$ cat src/rtl/hold_arb_pkg.sv
// Shared definitions for the hold-until-release arbiter.
// Assumes nothing beyond a SystemVerilog-2017 compiler.
package hold_arb_pkg;

    // Choice of state-register encoding; ports behave identically for both.
    typedef enum logic {
        ENC_BINARY = 1'b0,
        ENC_ONEHOT = 1'b1
    } state_enc_e;

endpackage

$ cat src/rtl/hold_arb_pick.sv
// Priority picker: marks the lowest-index active request.
// Assumes: bit 0 is the highest priority; output is a one-hot or zero vector.
module hold_arb_pick #(
    parameter int N_REQ = 3
) (
    input  logic [N_REQ-1:0] req_i,
    output logic [N_REQ-1:0] pick_o,
    output logic             any_o
);

    // Isolate the lowest set bit and flag whether any request is present.
    always_comb begin
        pick_o = req_i & (~req_i + N_REQ'(1));
        any_o  = |req_i;
    end

endmodule

$ cat src/rtl/hold_arb_state.sv
// State holder of the arbiter: idle or the index of the current owner.
// Assumes: pick_i is one-hot or zero and comes from the priority picker;
// reset is synchronous and active low; owner_o is a pure state decode.
module hold_arb_state
    import hold_arb_pkg::*;
#(
    parameter int         N_REQ = 3,
    parameter state_enc_e ENC   = ENC_ONEHOT
) (
    input  logic             clk,
    input  logic             rst_n,
    input  logic [N_REQ-1:0] req_i,
    input  logic [N_REQ-1:0] pick_i,
    input  logic             any_i,
    output logic [N_REQ-1:0] owner_o
);

    generate
        if (ENC == ENC_ONEHOT) begin : g_onehot
            logic [N_REQ-1:0] st_q;
            logic [N_REQ-1:0] st_d;

            // Next state: grant from idle by priority, hold while owner requests.
            always_comb begin
                if (st_q == '0) begin
                    st_d = any_i ? pick_i : '0;
                end else if ((st_q & req_i) != '0) begin
                    st_d = st_q;
                end else begin
                    st_d = '0;
                end
            end

            // State register with synchronous active-low reset to idle.
            always_ff @(posedge clk) begin
                if (!rst_n) begin
                    st_q <= '0;
                end else begin
                    st_q <= st_d;
                end
            end

            // Moore output: the one-hot state is the grant vector.
            always_comb owner_o = st_q;

        end else begin : g_binary
            localparam int IDXW = $clog2(N_REQ + 1);

            logic [IDXW-1:0] st_q;
            logic [IDXW-1:0] st_d;
            logic [IDXW-1:0] pick_idx;
            logic            own_req;

            // Encode the picked requester as index+1 (0 means idle).
            always_comb begin
                pick_idx = '0;
                for (int i = 0; i < N_REQ; i++) begin
                    if (pick_i[i]) begin
                        pick_idx = IDXW'(i + 1);
                    end
                end
            end

            // Select the current owner's request line.
            always_comb begin
                own_req = 1'b0;
                for (int i = 0; i < N_REQ; i++) begin
                    if (st_q == IDXW'(i + 1)) begin
                        own_req = req_i[i];
                    end
                end
            end

            // Next state: grant from idle by priority, hold while owner requests.
            always_comb begin
                if (st_q == '0) begin
                    st_d = any_i ? pick_idx : '0;
                end else if (own_req) begin
                    st_d = st_q;
                end else begin
                    st_d = '0;
                end
            end

            // State register with synchronous active-low reset to idle.
            always_ff @(posedge clk) begin
                if (!rst_n) begin
                    st_q <= '0;
                end else begin
                    st_q <= st_d;
                end
            end

            // Moore output: decode the index into one grant line.
            always_comb begin
                owner_o = '0;
                for (int i = 0; i < N_REQ; i++) begin
                    if (st_q == IDXW'(i + 1)) begin
                        owner_o[i] = 1'b1;
                    end
                end
            end
        end
    endgenerate

endmodule

$ cat src/rtl/hold_arbiter.sv
// Top of the hold-until-release arbiter.
// Grants are issued only from idle, by fixed priority (bit 0 highest), and
// are kept until the owner drops its request. Outputs depend on state only.
// Assumes: requests are synchronous to clk; reset is synchronous, active low.
module hold_arbiter
    import hold_arb_pkg::*;
#(
    parameter int         N_REQ = 3,
    parameter state_enc_e ENC   = ENC_ONEHOT
) (
    input  logic             clk,
    input  logic             rst_n,
    input  logic [N_REQ-1:0] req_i,
    output logic [N_REQ-1:0] grant_o
);

    logic [N_REQ-1:0] pick;
    logic             any_req;
    logic [N_REQ-1:0] owner;

    hold_arb_pick #(
        .N_REQ (N_REQ)
    ) u_pick (
        .req_i  (req_i),
        .pick_o (pick),
        .any_o  (any_req)
    );

    hold_arb_state #(
        .N_REQ (N_REQ),
        .ENC   (ENC)
    ) u_state (
        .clk     (clk),
        .rst_n   (rst_n),
        .req_i   (req_i),
        .pick_i  (pick),
        .any_i   (any_req),
        .owner_o (owner)
    );

    // Drive the grant lines straight from the decoded state.
    always_comb grant_o = owner;

endmodule

$ cat config.mk
export PLATFORM = sky130hd
export DESIGN_NAME = hold_arbiter
export DESIGN_NICKNAME = d
export VERILOG_FILES = /design/src/rtl/hold_arb_pkg.sv /design/src/rtl/hold_arb_pick.sv /design/src/rtl/hold_arb_state.sv /design/src/rtl/hold_arbiter.sv
export SDC_FILE = /design/constraint.sdc
export NUM_CORES = 1
export LEC_CHECK = 0
export CAP_MARGIN = 40
export CORE_AREA = 2 2 39 41
export CTS_BUF_LIST = sky130_fd_sc_hd__clkbuf_16
export DETAILED_ROUTE_END_ITERATION = 7
export DIE_AREA = 0 0 41 43
export PLACE_DENSITY = 0.37
export RECOVER_POWER = 25
export SYNTH_ARGS = -nofsm -noshare
export SYNTH_HDL_FRONTEND = slang
export SYNTH_SLANG_ARGS = --single-unit
$ cat constraint.sdc
create_clock -name clk -period 1 [get_ports clk]
set_clock_uncertainty 0.15 [all_clocks]
set_input_delay 0.15 -clock clk [delete_from_list [all_inputs] [get_ports clk]]
set_output_delay 0.15 -clock clk [all_outputs]
set_load 0.1 [all_outputs]
**After elaboration in Yosys (flattened, before gate mapping)**

Cells that the tools add are included.

- RAM bits: 0
- Register bits after elaboration: 3
- Output and inout bits: 3
- Memories kept: 0
- Input bits: 5
- Word-level logic and storage cells: 12
- Memory bits (read-only): 0
- Bits in latches: 0

- Multipliers: 0
- Bitwise gates (word level): 3
- Reductions and logical operators: 3
- Equality and inequality tests: 1
- Divide/modulo/power cells: 0
- $lt $le $gt $ge: 0
- Muxes and demuxes: 3
- Shifts and indexed selects: 0
- $add $sub $neg: 1

Operator list:

| operator | count |
|---|---|
| $mux W3 | 3 |
| $and A3 B3 Y3 | 2 |
| $add A3 B1 Y3 const B | 1 |
| $logic_not A3 Y1 | 1 |
| $not A3 Y3 | 1 |
| $reduce_bool A3 Y1 | 1 |
| $reduce_or A3 Y1 | 1 |
| $ne A2 B1 Y1 const B | 1 |

**Logic depth before layout (Yosys ltp)**

Gate-level depths: netlist of the first run.

- Depth in word-level cells: 5
- Mapped depth: 3

**Hierarchy**

A second synthesis of the first run with hierarchy kept.

- Cell total of the unflattened synthesis: 16
- Area total of the unflattened synthesis: 163.9 µm²

By module, submodules not included:

| module | times used | area an instance (µm²) | cells an instance |
|---|---|---|---|
| hold_arb_state | 1 | 136.4 | 12 |
| hold_arb_pick | 1 | 27.5 | 4 |

**Least setup slack after synthesis of the first run**

No wires, ideal clock.

- Path type: reg2reg
- Start: reg u_state.g_onehot.st_q[1], in the netlist u_state.owner_o[1]
- End: reg u_state.g_onehot.st_q[0], in the netlist u_state.owner_o[0]
- Stages on the path, launching flop included: 4
- Arrival time: 1.502 ns
- Setup slack: -0.722 ns
- Required time: 0.780 ns
- Library setup time: 0.070 ns
- Cell sequence: dfxtp_1 a22o_2 nand2_1 a21oi_1

- Word-level cells in the longest chain between the ends: 3
- Elaborated cells between the ends (all ways): 5
- Classes of those cells: eq/ne: 1; mux: 1; bitwise: 1; reduce/logical: 2

Ends and longest elaborated chain:

| item | RTL line | source |
|---|---|---|
| from (decl) | hold_arb_state.sv:20 | `logic [N_REQ-1:0] st_q;` |
| from (signal assigned) | hold_arb_state.sv:39 | `st_q <= st_d;` |
| $and A3 B3 Y3 | hold_arb_state.sv:27 | `end else if ((st_q & req_i) != '0) begin` |
| $reduce_bool A3 Y1 | hold_arb_state.sv:27 |  |
| $ne A2 B1 Y1 (no source line) | n/a |  |

Parallel ways exist; a longest one is shown, timed or not.
A chain may end at the register's enable or synchronous reset.

**Final worst setup path of the first run**

- Start: reg u_state.g_onehot.st_q[0], in the netlist u_state.owner_o[0]
- End: out grant_o[0]

RTL lines:

| item | RTL line | source |
|---|---|---|
| to (decl) | hold_arbiter.sv:14 | `output logic [N_REQ-1:0] grant_o` |

No word-level cell between the ends.

==> results of run 1 <==
## layout make-up
type | instances | area, um2
fill | 142 | 917
clock buffer | 3 | 75.1
multi-input combinational | 14 | 111
tap | 16 | 20.0
timing repair buffer | 14 | 181
clock inverter | 1 | 3.75
sequential | 3 | 71.3
inverter | 1 | 3.75
## worst register-to-register path, stage by stage, from the launching register on
cell,delay (ns)
dfxtp_4,0.34
buf_6,0.13
a221oi_1,0.34
nor3_2,0.06
## cell usage in the layout (no fill, tap or decap)
cell and count:
a21oi_1 2, a221oi_1 1, a22o_4 1, a31oi_1 1, buf_12 4, buf_4 2, buf_6 4, clkbuf_16 3
clkdlybuf4s50_1 2, dfxtp_4 3, dlygate4sd2_1 1, dlymetal6s2s_1 1, inv_1 2, nand2_2 1, nand3_1 2, nor2_1 1
nor3_2 1, nor3_4 1, nor4_2 1, o21ai_1 2
## metrics by stage
step | setup slack, ns | cells
2_1_floorplan | -0.181 | 18
3_3_place_gp | -0.380 | 45
3_5_place_dp | -0.389 | 45
4_1_cts | -0.145 | 52
5_1_grt | -0.193 | 52
6_report | -0.164 | 52
## what timing repair did
item	4_1_cts	5_1_grt
setup endpoints to repair	6	6
buffers inserted	3	0
gates resized for setup	3	9
pin swaps	0	3
## cells in the mapped netlist
library cell / n
dfxtp_1: 3
a21oi_1: 2
nand3_1: 2
a221oi_1: 1
a22o_2: 1
a31oi_1: 1
inv_1: 1
nand2_1: 1
nor2_1: 1
nor3_1: 1
nor3_2: 1
nor4_1: 1
o21ai_0: 1
o21ai_1: 1
## power by group
part / leakage (nW) / switching, mW / internal, mW / total [mW]
clock: 0.0423 / 0.105 / 0.515 / 0.620
sequential: 0.0267 / 0.00880 / 0.123 / 0.132
combinational: 0.125 / 0.0834 / 0.0758 / 0.159
## per-layer routing
metal  vias up  part of all wire  global-route usage
met5         -                 0                   0
met2        10              0.46              0.0969
met1       100              0.39              0.0831
met4         0             0.050               0.100
met3         4             0.095              0.0471
li1        106                 -                   -
## cells by family (layout without fill, tap and decap cells)
family                 count (synthesis)  count (layout)  synth area share
DFF                                    3               3             0.407
buffers and inverters                  1              19            0.0254
AOI/OAI and AO/OA                      7               7             0.305
and+or+nand+nor                        7               7             0.263
## worst max path at each step
stage / startpoint / end / cells past startpoint
after floorplan: u_state.owner_o[0] / u_state.owner_o[2] / 3
after global placement: req_i[1] / u_state.owner_o[2] / 4
after detailed placement: req_i[1] / u_state.owner_o[2] / 4
after CTS: u_state.owner_o[1] / u_state.owner_o[2] / 4
after global routing: u_state.owner_o[0] / grant_o[0] / 2
final: u_state.owner_o[0] / grant_o[0] / 2
==> flow_summary.ini, run 1 <==
[route]
routedWlPerCell_um = 10.1
routed_wl_um = 525
drc_errors = 0
via_count = 220
ant_nets = 0
drt_iter0_drc = 0
via_per_inst = 4.23
drt_first_pass_iters = 1

[floorplan]
core_area_um2 = 1380
die_w_um = 41
die-area_um2 = 1760
io_pins = 8
die_h_um = 43
initial_core_util = 0.107
row_count = 14

[logic_synthesis]
ys_types = 14
ys_ff_latch = 3
yosys_warnings = 0
yosys-top-cells-area = dfxtp_1 (41%), a21oi_1 (6.8%), a22o_2 (6.8%)
synth_cells = 18
yosysSeqAreaShare = 0.407
syn-cell-area_um2 = 148
synth_top_area_cell = dfxtp_1
postSynthAreaPerCell_um2 = 8.20
synth_top_area_frac = 0.407
syn_nets = 23

[finish]
largest_reg_flops = 3
fin_util = 0.337
antennaDiodeCount = 0
layout.nets = 42
finalInstanceArea_um2 = 467
drive_gt1_frac = 0.583
syn_to_final_growth_pct = 216

[setup_path]
crit_arrival_ns = 0.86
path_buf_inv = 2
path_class = reg2out
crit_chain = buf_6 > buf_12
crit_required_ns = 0.70
end_kind = output pin
path_max_fanout = 4
rrSetupSlack_ns = -0.13
r2r-end = u_state.owner_o[2]
r2r_start = u_state.owner_o[1]
cp-start-kind = flop
cp_slowest_cell = dfxtp_4
reg2regPathDepth = 3
cpLargestDelayFamily = flip-flops
slowest_delay_ns = 0.37

[timing]
fin_crit_ns = 1.16
tns_ns = -0.696
slew_headroom = 0.783
hold_slack_ns = 0.271
hold_viol = 0
setup-violations-final = 6
tightestPinTransition_ns = 0.326
finalCritPeriodShare = 1.16
fmaxAchievable_mhz = 859
slew_viol_final = 0
worst_slack_ns = -0.164
rsz0062_at_grt = yes

[clocking]
clkTransAtPathRegs_ns = 0.03
cts-root-buf = clkbuf_16
ctsHtreeMaxLevel = 1
cts.sinks = 3
cts_buffers = 3
clk_latency_ns = 0.22
tritoncts = done
cts_hold_buf = 0
clk_path_buf_depth = 2

[grt]
first_global_vias = 205
grt_overflow = 0
antenna_found_initial = 0
grt_pass1_wl_um = 834
grt_start_max_net_pins = 8
grt_use_total = 0.0812

[power_and_ir_drop]
p_total_mw = 0.911
power_leakage_nw = 0.194
p_per_area_nw_per_um2 = 1950
vdd_drop_max_mv = 0.790

[placement]
postPlaceCellArea_um2 = 309
place.gp.congestion = 0.692
portBuffers = 7

[run_status]
status = finished, violations left
violations = negative setup slack

[worst_hold_path]
worstHoldEndpoint = u_state.owner_o[2]
whs_path_depth = 3
hp-start = req_i[0]
hp-class = in2reg

[flow_run]
maxCapViolations = 0
Note: power is estimated with default switching activity, not from simulation.
==> run 2, diff against run 1 <==
PLACE_DENSITY = 0.36   (was 0.37)
clock period = 1.4 ns   (was 1 ns; I/O delays follow)
==> flow_summary.ini, run 2 (synthesis gave the netlist of run 1 again) <==
[route]
drc_errors = 0
drt_first_pass_iters = 4
via_per_inst = 4.00
routed_wl_um = 414
drt_iter0_drc = 3
via_count = 180
ant_nets = 0
routedWlPerCell_um = 9.20

[grt]
grt_start_max_net_pins = 9
grt_pass1_wl_um = 648
grt_overflow = 0
grt_use_total = 0.0620
first_global_vias = 149
antenna_found_initial = 0

[finish]
fin_cells = 45
layout_commonest_cell = clkdlybuf4s50_1
largest_reg_flops = 3
layout.nets = 35
mostFrequentLayoutCells = clkdlybuf4s50_1 (4), clkbuf_16 (3), buf_12 (3), dfxtp_2 (3)
fill_cells = 144
fin_util = 0.253
finalInstanceArea_um2 = 350
drive_gt1_frac = 0.379
antennaDiodeCount = 0
syn_to_final_growth_pct = 137

[placement]
place.gp.congestion = 0.587
dp.cells = 41
postPlaceCellArea_um2 = 272
preCtsSetupSlack_ns = -0.0314
portBuffers = 7

[power_and_ir_drop]
p_per_area_nw_per_um2 = 1780
vdd_drop_max_mv = 0.471
switchingPower_mw = 0.128
power_leakage_nw = 0.131
pwr-share-comb = 0.128
p_total_mw = 0.622
p_clk_frac = 0.708
swShare = 0.207
seqPwrFrac = 0.164
p_int_mw = 0.493

[floorplan]
io_pins = 8
die-area_um2 = 1760
row_count = 14
die_h_um = 43
core_area_um2 = 1380
die_w_um = 41
initial_core_util = 0.107

[worst_hold_path]
hp-start = u_state.owner_o[0]
hp-class = reg2reg
worstHoldEndpoint = u_state.owner_o[0]
whs_path_depth = 2

[setup_path]
crit_required_ns = 1.39
rrSetupSlack_ns = 0.25
reg2regPathDepth = 3
crit_chain = clkdlybuf4s50_1 > nor4_1 > a21oi_1 > nor3_2
cp-start-kind = input pin
crit_start = req_i[0]
r2r_start = u_state.owner_o[1]
path_max_fanout = 5
r2r-end = u_state.owner_o[2]
slowest_delay_ns = 0.47
path_class = in2reg
cp_slowest_cell = clkdlybuf4s50_1
end_kind = flop
crit_arrival_ns = 1.20

[timing]
hold_slack_ns = 0.363
tightestPinTransition_ns = 0.313
hold_viol = 0
fin_crit_ns = 1.21
rsz0062_at_grt = no
fmaxAchievable_mhz = 824
slew_headroom = 0.792
slew_viol_final = 0
finalCritPeriodShare = 0.867
worst_slack_ns = 0.186
tns_ns = 0
setup-violations-final = 0

[clocking]
cts-root-buf = clkbuf_16
cts.sinks = 3
tritoncts = done
post_cts_resized = 0
cts_buffers = 3
clk_latency_ns = 0.22
ctsHtreeMaxLevel = 1
clk_path_buf_depth = 2
cts_hold_buf = 0
clkTransAtPathRegs_ns = 0.03
cts_setup_buffers = 0

[flow_run]
maxCapViolations = 0

[run_status]
status = finished clean
==> run 2: area by class of cell <==
class                      count  area [um2]  share of cell area
clock inverter                 1        3.75              0.0107
multi-input combinational     14        83.8               0.239
sequential                     3        63.8               0.182
tap                           16        20.0              0.0571
inverter                       1        3.75              0.0107
timing repair buffer           7         100               0.286
clock buffer                   3        75.1               0.214
==> run 2: power by group through the flow <==
stage	logic (mW)	clock network, mW	registers (mW)
after floorplan	0.0139	0	0.131
after global placement	0.0801	0	0.103
after detailed placement	0.0799	0	0.103
after CTS	0.0801	0.451	0.102
after global routing	0.0841	0.458	0.103
final	0.0795	0.440	0.102
==> run 2: critical path, delay by kind of cell <==
| family | cells | cell delay [ns] |
|---|---|---|
| AND/OR/NAND/NOR | 2 | 0.41 |
| buffers and inverters | 1 | 0.47 |
| AO/OA/AOI/OAI | 1 | 0.12 |
==> run 2: routing by layer <==
metal / wire length [um] / vias to the layer above / track usage
met5: 0 / - / 0
met1: 180 / 78 / 0.0667
li1: - / 92 / -
met3: 60 / 0 / 0.0576
met2: 174 / 10 / 0.0656
met4: 0 / 0 / 0.0600
==> run 2: worst max-delay path by stage <==
stage	endpoint	slack [ns]	cells after the start
3_3_place_gp	u_state.owner_o[2]	-0.04	4
2_1_floorplan	u_state.owner_o[2]	0.06	3
3_5_place_dp	u_state.owner_o[2]	-0.03	4
6_report	u_state.owner_o[2]	0.19	4
5_1_grt	u_state.owner_o[2]	0.11	4
4_1_cts	u_state.owner_o[2]	0.18	4
==> run 3, diff against run 2 <==
CAP_MARGIN = unset   (was 40)
==> results of run 3 <==
No change in the layout: final DEF, timing and power equal those of run 2.
